--- src/rtl/cpw_pkg.sv ---
package cpw_pkg;

  typedef enum logic [2:0] {
    SQ_IDLE,
    SQ_LOAD,
    SQ_PICK,
    SQ_REQ,
    SQ_HOLD
  } seq_state_t;

endpackage

--- src/rtl/cpw_cache_store.sv ---
module cpw_cache_store #(
  parameter int PAGE_BYTES  = 8,
  parameter int CACHE_PAGES = 8
) (
  input  logic                    clk,
  input  logic                    rst_n,
  input  logic                    clr_i,
  input  logic                    we_i,
  input  logic [$clog2(PAGE_BYTES*CACHE_PAGES)-1:0] widx_i,
  input  logic [7:0]              wdata_i,
  input  logic [$clog2(CACHE_PAGES)-1:0] rpage_i,
  output logic [8*PAGE_BYTES-1:0] rdata_o,
  output logic [PAGE_BYTES-1:0]   rmask_o,
  output logic                    any_o
);

  localparam int CACHE_BYTES = PAGE_BYTES * CACHE_PAGES;
  localparam int OFS_W       = $clog2(PAGE_BYTES);

  logic [7:0]             mem [CACHE_BYTES];
  logic [CACHE_BYTES-1:0] vld_q;
  logic [CACHE_BYTES-1:0] vld_d;

  // valid mask: cleared on a new transaction, set per loaded byte
  always_comb begin
    vld_d = vld_q;
    if (clr_i) begin
      vld_d = '0;
    end else if (we_i) begin
      vld_d[widx_i] = 1'b1;
    end
  end

  always_ff @(posedge clk or negedge rst_n) begin
    if (!rst_n) begin
      vld_q <= '0;
    end else begin
      vld_q <= vld_d;
    end
  end

  // data storage needs no reset: the mask qualifies every byte
  always_ff @(posedge clk) begin
    if (we_i) begin
      mem[widx_i] <= wdata_i;
    end
  end

  for (genvar b = 0; b < PAGE_BYTES; b++) begin : g_rd
    localparam logic [OFS_W-1:0] BOFS = OFS_W'(b);
    assign rdata_o[8*b +: 8] = mem[{rpage_i, BOFS}];
    assign rmask_o[b]        = vld_q[{rpage_i, BOFS}];
  end

  assign any_o = |vld_q;

endmodule

--- src/rtl/cpw_cursor.sv ---
module cpw_cursor #(
  parameter int ADDR_W      = 13,
  parameter int PAGE_BYTES  = 8,
  parameter int CACHE_PAGES = 8
) (
  input  logic                    clk,
  input  logic                    rst_n,
  input  logic                    load_i,
  input  logic [ADDR_W-1:0]       addr_i,
  input  logic                    adv_ptr_i,
  input  logic                    step_i,
  output logic [$clog2(PAGE_BYTES*CACHE_PAGES)-1:0] wptr_o,
  output logic [$clog2(CACHE_PAGES)-1:0] cpg_o,
  output logic [ADDR_W-$clog2(PAGE_BYTES)-1:0] tgt_o,
  output logic                    last_o
);

  localparam int OFS_W  = $clog2(PAGE_BYTES);
  localparam int CPG_W  = $clog2(CACHE_PAGES);
  localparam int CIDX_W = OFS_W + CPG_W;
  localparam int PNUM_W = ADDR_W - OFS_W;

  logic [CIDX_W-1:0] wptr_q, wptr_d;
  logic [CPG_W-1:0]  cpg_q,  cpg_d;
  logic [PNUM_W-1:0] tgt_q,  tgt_d;

  always_comb begin
    wptr_d = wptr_q;
    cpg_d  = cpg_q;
    tgt_d  = tgt_q;
    if (load_i) begin
      // first byte at the in-page offset of cache page 0
      wptr_d = {CPG_W'(0), addr_i[OFS_W-1:0]};
      cpg_d  = '0;
      tgt_d  = addr_i[ADDR_W-1:OFS_W];
    end else begin
      if (adv_ptr_i) begin
        wptr_d = wptr_q + 1'b1;   // power-of-two cache: natural wrap
      end
      if (step_i) begin
        cpg_d = cpg_q + 1'b1;
        tgt_d = tgt_q + 1'b1;     // carry runs from page field into row field
      end
    end
  end

  always_ff @(posedge clk or negedge rst_n) begin
    if (!rst_n) begin
      wptr_q <= '0;
      cpg_q  <= '0;
      tgt_q  <= '0;
    end else begin
      wptr_q <= wptr_d;
      cpg_q  <= cpg_d;
      tgt_q  <= tgt_d;
    end
  end

  assign wptr_o = wptr_q;
  assign cpg_o  = cpg_q;
  assign tgt_o  = tgt_q;
  assign last_o = (cpg_q == CPG_W'(CACHE_PAGES - 1));

endmodule

--- src/rtl/cpw_ctrl.sv ---
module cpw_ctrl #(
  parameter int WR_CYCLES = 5
) (
  input  logic clk,
  input  logic rst_n,
  input  logic wr_start_i,
  input  logic byte_valid_i,
  input  logic wr_stop_i,
  input  logic any_i,
  input  logic page_has_i,
  input  logic last_i,
  input  logic pg_done_i,
  output logic clr_o,
  output logic load_o,
  output logic we_o,
  output logic step_o,
  output logic pg_req_o,
  output logic busy_o
);

  import cpw_pkg::*;

  localparam int TMR_W = (WR_CYCLES > 1) ? $clog2(WR_CYCLES) : 1;
  localparam logic [TMR_W-1:0] TMR_END = TMR_W'(WR_CYCLES - 1);

  seq_state_t       st_q, st_d;
  logic [TMR_W-1:0] tmr_q, tmr_d;

  always_comb begin
    st_d   = st_q;
    tmr_d  = tmr_q;
    clr_o  = 1'b0;
    load_o = 1'b0;
    we_o   = 1'b0;
    step_o = 1'b0;
    unique case (st_q)
      SQ_IDLE: begin
        if (wr_start_i) begin
          clr_o  = 1'b1;
          load_o = 1'b1;
          st_d   = SQ_LOAD;
        end
      end
      SQ_LOAD: begin
        if (wr_start_i) begin
          clr_o  = 1'b1;
          load_o = 1'b1;
        end else begin
          we_o = byte_valid_i;
          if (wr_stop_i) begin
            st_d = (any_i || byte_valid_i) ? SQ_PICK : SQ_IDLE;
          end
        end
      end
      SQ_PICK: begin
        if (page_has_i) begin
          st_d = SQ_REQ;
        end else if (last_i) begin
          st_d = SQ_IDLE;
        end else begin
          step_o = 1'b1;
        end
      end
      SQ_REQ: begin
        if (pg_done_i) begin
          tmr_d = '0;
          st_d  = SQ_HOLD;
        end
      end
      SQ_HOLD: begin
        if (tmr_q == TMR_END) begin
          if (last_i) begin
            st_d = SQ_IDLE;
          end else begin
            step_o = 1'b1;
            st_d   = SQ_PICK;
          end
        end else begin
          tmr_d = tmr_q + 1'b1;
        end
      end
      default: st_d = SQ_IDLE;
    endcase
  end

  always_ff @(posedge clk or negedge rst_n) begin
    if (!rst_n) begin
      st_q  <= SQ_IDLE;
      tmr_q <= '0;
    end else begin
      st_q  <= st_d;
      tmr_q <= tmr_d;
    end
  end

  assign pg_req_o = (st_q == SQ_REQ);
  assign busy_o   = (st_q == SQ_PICK) || (st_q == SQ_REQ) || (st_q == SQ_HOLD);

endmodule

--- src/rtl/cached_page_writer.sv ---
module cached_page_writer #(
  parameter int ADDR_W      = 13,
  parameter int PAGE_BYTES  = 8,
  parameter int CACHE_PAGES = 8,
  parameter int WR_CYCLES   = 5
) (
  input  logic                                 clk,
  input  logic                                 rst_n,
  input  logic                                 wr_start,
  input  logic [ADDR_W-1:0]                    wr_addr,
  input  logic                                 byte_valid,
  input  logic [7:0]                           byte_data,
  input  logic                                 wr_stop,
  output logic                                 pg_req,
  output logic [ADDR_W-$clog2(PAGE_BYTES)-1:0] pg_addr,
  output logic [8*PAGE_BYTES-1:0]              pg_data,
  output logic [PAGE_BYTES-1:0]                pg_mask,
  input  logic                                 pg_done,
  output logic                                 busy
);

  localparam int OFS_W  = $clog2(PAGE_BYTES);
  localparam int CPG_W  = $clog2(CACHE_PAGES);
  localparam int CIDX_W = OFS_W + CPG_W;
  localparam int PNUM_W = ADDR_W - OFS_W;

  logic              clr, load, we, step, last, any_vld;
  logic [CIDX_W-1:0] wptr;
  logic [CPG_W-1:0]  cpg;
  logic [PNUM_W-1:0] tgt;

  cpw_ctrl #(
    .WR_CYCLES (WR_CYCLES)
  ) u_ctrl (
    .clk          (clk),
    .rst_n        (rst_n),
    .wr_start_i   (wr_start),
    .byte_valid_i (byte_valid),
    .wr_stop_i    (wr_stop),
    .any_i        (any_vld),
    .page_has_i   (|pg_mask),
    .last_i       (last),
    .pg_done_i    (pg_done),
    .clr_o        (clr),
    .load_o       (load),
    .we_o         (we),
    .step_o       (step),
    .pg_req_o     (pg_req),
    .busy_o       (busy)
  );

  cpw_cursor #(
    .ADDR_W      (ADDR_W),
    .PAGE_BYTES  (PAGE_BYTES),
    .CACHE_PAGES (CACHE_PAGES)
  ) u_cursor (
    .clk       (clk),
    .rst_n     (rst_n),
    .load_i    (load),
    .addr_i    (wr_addr),
    .adv_ptr_i (we),
    .step_i    (step),
    .wptr_o    (wptr),
    .cpg_o     (cpg),
    .tgt_o     (tgt),
    .last_o    (last)
  );

  cpw_cache_store #(
    .PAGE_BYTES  (PAGE_BYTES),
    .CACHE_PAGES (CACHE_PAGES)
  ) u_store (
    .clk     (clk),
    .rst_n   (rst_n),
    .clr_i   (clr),
    .we_i    (we),
    .widx_i  (wptr),
    .wdata_i (byte_data),
    .rpage_i (cpg),
    .rdata_o (pg_data),
    .rmask_o (pg_mask),
    .any_o   (any_vld)
  );

  assign pg_addr = tgt;

endmodule

--- config.mk ---
export PLATFORM = sky130hd
export DESIGN_NAME = cached_page_writer
export DESIGN_NICKNAME = d
export VERILOG_FILES = /design/src/rtl/cpw_pkg.sv /design/src/rtl/cpw_cache_store.sv /design/src/rtl/cpw_cursor.sv /design/src/rtl/cpw_ctrl.sv /design/src/rtl/cached_page_writer.sv
export SDC_FILE = /design/constraint.sdc
export NUM_CORES = 1
export LEC_CHECK = 0
export BUFFER_PORTS_ARGS = -buffer_cell sky130_fd_sc_hd__buf_2
export CAP_MARGIN = 20
export CORE_MARGIN = 2
export CORE_UTILIZATION = 60
export DETAILED_ROUTE_END_ITERATION = 12
export PLACE_DENSITY = 0.83
export SLEW_MARGIN = 20
export SYNTH_ARGS = -nofsm -noshare
export SYNTH_HDL_FRONTEND = slang
export SYNTH_SLANG_ARGS = --single-unit
--- constraint.sdc ---
create_clock -name clk -period 7.5 [get_ports clk]
set_input_delay 1.875 -clock clk [delete_from_list [all_inputs] [get_ports clk]]
set_output_delay 1.875 -clock clk [all_outputs]
set_load 0.02 [all_outputs]
==> results of run 1 <==
## layer usage
layer / share of wire (%) / vias up / global-route usage [%] / wire length (um)
li1: - / 5137 / - / -
met1: 38 / 6533 / 36.0 / 20200
met2: 51 / 743 / 43.8 / 26900
met3: 9.1 / 97 / 5.99 / 4850
met4: 2.2 / 0 / 6.65 / 1150
met5: 0 / - / 0 / 0
## kinds of logic after synthesis
kind of cell             after synthesis  share of synthesized area, %
flip-flops                           601                          74.1
adder cells (fa/ha/maj)                6                         0.316
XOR/XNOR                               6                         0.221
buffers and inverters                 75                          1.30
AO/OA/AOI/OAI                         76                          2.20
AND/OR/NAND/NOR                      227                          4.37
multiplexers                         232                          17.5
## placed cells by master, fill, tap and decap left out, types with 8 or more instances in the layout
master     count
mux4_2       140
dfrtp_1       86
edfxtp_1     512
o21a_1        40
mux2i_1       24
buf_4         15
inv_1         12
nand2_1       24
buf_2        103
nand3_1        8
nor2_1       130
nor4_1        17
clkbuf_1      21
o21ai_0       11
mux2_2        68
clkbuf_16     59
a21oi_1        9
## worst reg2reg max path, stage by stage, from the launching register on
cell and delay [ns]:
dfrtp_4 1.09, buf_4 0.67, mux2i_1 0.31, mux4_2 0.29, nand4_1 0.29, nor4_4 0.46, a21oi_2 0.31, or4_1 0.58
a31oi_1 0.17
## per-stage QoR
step	std cells	hold slack (ns)	util, %	setup WS [ns]	power, W
final	1907	0.529	69.0	2.19	0.00810
after global routing	1907	0.563	69.0	1.97	0.00835
after CTS	1907	0.532	68.9	2.09	0.00813
after detailed placement	1799	0.515	63.9	2.75	0.00520
after global placement	1798	0.509	63.9	2.79	0.00516
after floorplan	1223	0.481	-	3.19	0.00483
## final timing paths
path | from | end | slack (ns) | depth (start not counted)
setup / recovery | u_cursor.cpg_o[0]$_DFFE_PN0P_ | pg_data[28] | 2.19 | 4
hold / removal | u_store.vld_q[21]$_DFFE_PN0P_ | u_store.vld_q[21]$_DFFE_PN0P_ | 0.53 | 1
setup reg to reg | u_cursor.cpg_o[0]$_DFFE_PN0P_ | u_cursor.tgt_o[8]$_DFFE_PN0P_ | 3.24 | 8
hold reg to reg | u_store.vld_q[21]$_DFFE_PN0P_ | u_store.vld_q[21]$_DFFE_PN0P_ | 0.53 | 1
max in group asynchronous | rst_n | u_cursor.cpg_o[0]$_DFFE_PN0P_ | 5.39 | 2
min in group asynchronous | rst_n | u_cursor.tgt_o[1]$_DFFE_PN0P_ | 1.08 | 1
## power by group through the flow
stage	registers, W	clock network, W	logic (W)
6_report	0.00385	0.00296	0.00129
5_1_grt	0.00386	0.00310	0.00139
2_1_floorplan	0.00384	0	0.000989
3_5_place_dp	0.00392	0	0.00128
4_1_cts	0.00385	0.00298	0.00130
3_3_place_gp	0.00391	0	0.00125
## area by class of cell
| cell class | count | area share (%) |
|---|---|---|
| Inverter | 12 | 0.168 |
| Timing Repair Buffer | 121 | 2.54 |
| Multi-Input combinational cell | 547 | 21.9 |
| Sequential cell | 601 | 65.7 |
| Clock buffer | 87 | 6.16 |
| Clock inverter | 21 | 1.09 |
| Tap cell | 518 | 2.42 |
## registers in the layout (all words and copies together), names as in the netlist
register and cells:
u_ctrl.st_q 3, u_ctrl.tmr_q 3, u_cursor.cpg_o 3, u_cursor.tgt_o 10
u_cursor.wptr_o 6, u_store.mem 512, u_store.vld_q 64
==> results.ini, run 1 <==
[synth]
post-synth-top-count-cell = edfxtp_1
ys_types = 44
netlist_top_cells_count = 512 x edfxtp_1, 140 x mux4_2, 135 x nor2_1
ys_async_sr_fraction_pct = 14.8
syn_nets = 1256
synth_top_cell_by_area = edfxtp_1
synth_top_flop_cell = edfxtp_1
post_synth.cell_area_avg_sq_um = 19.4
yosys.area.top_type_share_pct = 64.7
synth_area_sq_mm = 0.0238
yosys_warnings = 0
synth_edf_count = 512
synth_cells = 1223
synth_seq_area_share_pct = 74.1
synth.ff_latch_count = 601
netlist_top_cells_area = edfxtp_1 65%, mux4_2 13%, dfrtp_1 9.4%

[worst_setup_path]
worstPathRequired_ns = 5.62
path_cells = buf_4, mux4_2, mux2_2, buf_2
cpMaxStageDelayCell = dfrtp_4
slowest_delay_ns = 1.09
arrival_ns = 3.43
cp_max_fo = 52
path_buf_inv = 2
critical_path_class = reg -> out
crit_path_start_kind = register
worstSetupEndpointType = output pin
path_delay_family = flip-flops

[routing]
routed_via_density = 6.56
route.detailed.drc = 0
wl_per_cell_um = 27.8
via_count = 12510
drt-initial-drc-count = 1512
drt-total-wl_um = 53000
ant_nets = 0
drt-pass1-iter-count = 5

[die]
dieWidth_um = 203
core_area_sq_mm = 0.0388
ios = 111
rows = 72
initial_core_util_pct = 61.2
die_h_um = 203
die_area_sq_mm = 0.0412

[hold_path]
hp-class = reg -> reg

[grt]
grt_pass1_vias = 12666
grt_first_pass_wirelength_um = 79600
grtUsageTotal_pct = 26.3
grt_start_max_net_pins = 84
antenna_found_initial = 0
overflow = 0

[job]
drv_cap = 0

[clock_network]
holdBufCountCts = 0
htreeDepth = 2
cts_resized = 0
clkSlewWorstSetupHoldPaths_ns = 0.06
postCtsSetupRepairBufs = 0
numClockSinks = 601
numCtsBuffers = 57
worstSkewPairLatency_ns = 0.60
root_buffer = clkbuf_16
clk_path_buf_depth = 3
cts_tree = yes

[timing]
rsz0062_at_grt = false
max_freq_ghz = 0.188
drv_slew = 0
finalCriticalPeriod_ns = 5.31
hold_violations = 0
period_share_pct = 70.8
final.setup.tns_ns = 0
finalClockSkew_ns = 0.0171
slew_headroom_pct = 27.0
worstMarginPinSlew_ns = 1.09
setup-violations-final = 0

[placement]
place_area_sq_mm = 0.0248
io_buffers = 110
gp_congestion = 0.890
dpl.hpwl_um = 30000

[layout]
stdcell_area_sq_mm = 0.0268
regArea_sq_mm = 0.0176
multi_input_area_sq_mm = 0.00587
antenna_cells = 0
fillers = 2265
area_delta_synth_final_pct = 12.8
nets = 1373
drive_above_1_share_pct = 30.7

[power]
p_leak_nw = 9.00
ir_worst_vdd_v = 0.000216
clkPwrFrac_pct = 36.5
p_seq_share_pct = 47.5
p_switching_w = 0.00208
internal_power_w = 0.00602
p_comb_share_pct = 15.9
power_density_mw_per_mm2 = 302
switching_share_pct = 25.6

[run_status]
outcome = complete, no violations

(Power assumes the default switching activity.)
==> run 2, diff against run 1 <==
--- a/config.mk
+++ b/config.mk
@@ -5,12 +5,13 @@
 export SDC_FILE = /design/constraint.sdc
 export NUM_CORES = 1
 export LEC_CHECK = 0
+export ABC_AREA = 1
 export BUFFER_PORTS_ARGS = -buffer_cell sky130_fd_sc_hd__buf_2
 export CAP_MARGIN = 20
 export CORE_MARGIN = 2
-export CORE_UTILIZATION = 60
+export CORE_UTILIZATION = 55
 export DETAILED_ROUTE_END_ITERATION = 12
-export PLACE_DENSITY = 0.83
+export PLACE_DENSITY = 0.8
 export SLEW_MARGIN = 20
 export SYNTH_ARGS = -nofsm -noshare
 export SYNTH_HDL_FRONTEND = slang
==> constraint.sdc (replaced) <==
create_clock -name clk -period 4.47 [get_ports clk]
set_input_delay 1.1175 -clock clk [delete_from_list [all_inputs] [get_ports clk]]
set_output_delay 1.1175 -clock clk [all_outputs]
set_load 0.02 [all_outputs]
==> run 2 against run 1 <==
Count of clock-buffer cells in the layout down 6. Flip-flop and latch count unchanged. Critical path depth up 4. Clock skew up 0.0016 ns. Core utilization down 6.0 points. Synthesized cell count up 75%. Final area up 4.0%. Wire length up 13%. Critical path type unchanged. Largest cell class unchanged.
==> results.ini, run 2 <==
[clock_network]
cts_resized = 0  ; unchanged
worstSkewPairLatency_ns = 0.61  ; about the same
numClockSinks = 601  ; unchanged
cts_tree = yes
numCtsBuffers = 57  ; unchanged
root_buffer = clkbuf_16
clkSlewWorstSetupHoldPaths_ns = 0.06  ; about the same
holdBufCountCts = 0  ; unchanged
htreeDepth = 2  ; unchanged
postCtsSetupRepairBufs = 0  ; unchanged
clk_path_buf_depth = 3  ; unchanged

[timing]
finalCriticalPeriod_ns = 4.03
slew_headroom_pct = 26.7  ; -0.22 points
worstMarginPinSlew_ns = 1.10  ; +0.00733 ns
hold_violations = 0  ; unchanged
layout_setup_ws_ns = 0.442  ; -1.75 ns
final.setup.tns_ns = 0  ; unchanged
setup-violations-final = 0  ; unchanged
period_share_pct = 90.1
drv_slew = 0  ; unchanged
max_freq_ghz = 0.248
rsz0062_at_grt = false
finalClockSkew_ns = 0.0187  ; +0.00161 ns

[worst_setup_path]
r2r_cells = 12  ; +4
crit_path_start_kind = register
r2r-start = u_cursor.cpg_o[0]$_DFFE_PN0P_
cp_max_fo = 54  ; +3.8%
worstPathRequired_ns = 3.35  ; -2.27 ns
worstSetupEndpointType = output pin
arrival_ns = 2.91  ; -0.52 ns
reg2reg_to = u_cursor.tgt_o[6]$_DFFE_PN0P_
reg2reg_slack_ns = 1.42  ; -1.82 ns
critical_path_class = reg -> out

[run_status]
outcome = complete, no violations

[placement]
gp_congestion = 0.899  ; +1.1%
io_buffers = 110  ; unchanged
place_ws_ns = 1.07  ; -1.68 ns
place_area_sq_mm = 0.0261  ; +5.1%
dpl.hpwl_um = 35500  ; +18%

[synth]
netlist_top_cells_area = edfxtp_1 62%, dfrtp_1 9.0%, nor2_1 8.7%
synth_seq_area_share_pct = 71.4  ; -2.7 points
yosys.area.top_type_share_pct = 62.3  ; -2.4 points
ys_types = 33  ; -25%
ys_async_sr_fraction_pct = 14.8  ; unchanged
post-synth-top-count-cell = nor2_1
synth_edf_count = 512  ; unchanged
synth_cells = 2135  ; +75%
synth_top_flop_cell = edfxtp_1
post_synth.cell_area_avg_sq_um = 11.6  ; -41%
netlist_top_cells_count = 569 x nor2_1, 512 x edfxtp_1, 273 x o21ai_0
synth_area_sq_mm = 0.0247  ; +3.8%
synth.ff_latch_count = 601  ; unchanged
yosys_warnings = 0  ; unchanged
syn_nets = 2168  ; +73%
synth_top_cell_by_area = edfxtp_1

[grt]
grtUsageTotal_pct = 25.7  ; -0.63 points
grt_first_pass_wirelength_um = 92700  ; +16%
overflow = 0  ; unchanged
grt_pass1_vias = 16431  ; +30%
grt_start_max_net_pins = 146  ; +74%
antenna_found_initial = 3  ; +3

[die]
die_h_um = 216  ; +6.3%
die_area_sq_mm = 0.0465  ; +13%
ios = 111  ; unchanged
dieWidth_um = 216  ; +6.3%
rows = 77  ; +6.9%
initial_core_util_pct = 55.8  ; -5.4 points
core_area_sq_mm = 0.0442  ; +14%

[routing]
wl_met3_um = 5830  ; +20%
ant_nets = 0  ; unchanged
drt-total-wl_um = 60200  ; +13%
routed_via_density = 5.92  ; -9.7%
wl_met2_um = 28700  ; +6.7%
via_count = 17143  ; +37%
wl_met1_um = 24000  ; +19%
wl_per_cell_um = 20.8  ; -25%
drt-initial-drc-count = 2116  ; +40%
route.detailed.drc = 0  ; unchanged
drt-pass1-iter-count = 7  ; +2
top_layer = met4

[power]
ir_worst_vdd_v = 0.000334  ; +54%
power_density_mw_per_mm2 = 530  ; +75%
p_leak_nw = 10.2  ; +14%

[layout]
drive_above_1_share_pct = 12.3  ; -18 points
nets = 2290  ; +67%
regMostFlops = u_store.mem
layout_commonest_cell = nor2_1
layout_common_cells = 569 x nor2_1, 512 x edfxtp_1, 273 x o21ai_0
largest_reg_flops = 512  ; unchanged
area_delta_synth_final_pct = 13.0
fillers = 3203  ; +41%
stdcell_area_sq_mm = 0.0279  ; +4.0%

[hold_path]
min_from = u_store.vld_q[30]$_DFFE_PN0P_
hp-class = reg -> reg
hold_end = u_store.vld_q[30]$_DFFE_PN0P_
holdPathStages = 1  ; unchanged

[job]
drv_cap = 0  ; unchanged

==> run 2: final cells by class <==
type	count	area (sq um)	area share (%)
diodes	2	5.00	0.0180
clock buffers	81	1580	5.66
clock inverters	22	215	0.772
inverters	98	378	1.36
multi-input cells	1311	6120	22.0
flip-flops and latches	601	17600	63.2
well taps	592	741	2.66
repair buffers	188	1230	4.40
==> run 2: cells by family after synthesis <==
group	count (synthesis)	synth area share, %
flip-flops	601	71.4
adder cells (fa/ha/maj)	6	0.304
multiplexers	1	0.0406
buffers and inverters	223	3.82
AND/OR/NAND/NOR	824	13.3
AO/OA/AOI/OAI	473	10.9
XOR/XNOR	7	0.249
==> run 2: worst max path at each step <==
| stage | start | endpoint | cells past startpoint |
|---|---|---|---|
| 6_report | u_cursor.cpg_o[0]$_DFFE_PN0P_ | pg_data[1] | 8 |
| 5_1_grt | u_cursor.cpg_o[0]$_DFFE_PN0P_ | pg_data[1] | 8 |
| 4_1_cts | u_cursor.cpg_o[0]$_DFFE_PN0P_ | pg_data[1] | 8 |
| 3_5_place_dp | u_cursor.cpg_o[0]$_DFFE_PN0P_ | pg_data[2] | 8 |
| 3_3_place_gp | u_cursor.cpg_o[0]$_DFFE_PN0P_ | pg_data[0] | 8 |
| 2_1_floorplan | u_cursor.cpg_o[0]$_DFFE_PN0P_ | pg_data[12] | 9 |
==> run 2: metal layers <==
layer,up-vias,global-route usage (%)
met1,8280,35.9
met2,973,41.3
met3,126,4.57
met4,0,8.76
li1,7764,-
met5,-,0
==> run 2: per-stage QoR <==
step / util (%) / hold WS (ns) / cells / total power [W]
2_1_floorplan: - / 0.464 / 2135 / 0.00899
3_3_place_gp: 59.0 / 0.476 / 2790 / 0.0101
3_5_place_dp: 59.0 / 0.482 / 2790 / 0.0102
4_1_cts: 63.0 / 0.496 / 2893 / 0.0148
5_1_grt: 63.0 / 0.503 / 2894 / 0.0154
6_report: 63.0 / 0.494 / 2895 / 0.0148
==> run 2: power breakdown <==
group | internal (W) | switching, W | leakage, nW
logic | 0.00109 | 0.00264 | 3.57
registers | 0.00620 | 0.000164 | 5.82
clock network | 0.00267 | 0.00200 | 0.864
==> run 2: worst max-delay path, cell delays in order (launching register included) <==
cell     delay [ns]
dfrtp_4        0.65
inv_6          0.40
buf_12         0.32
buf_4          0.26
o21ai_0        0.11
o22ai_1        0.16
nor2_1         0.06
a31oi_1        0.13
buf_2          0.18
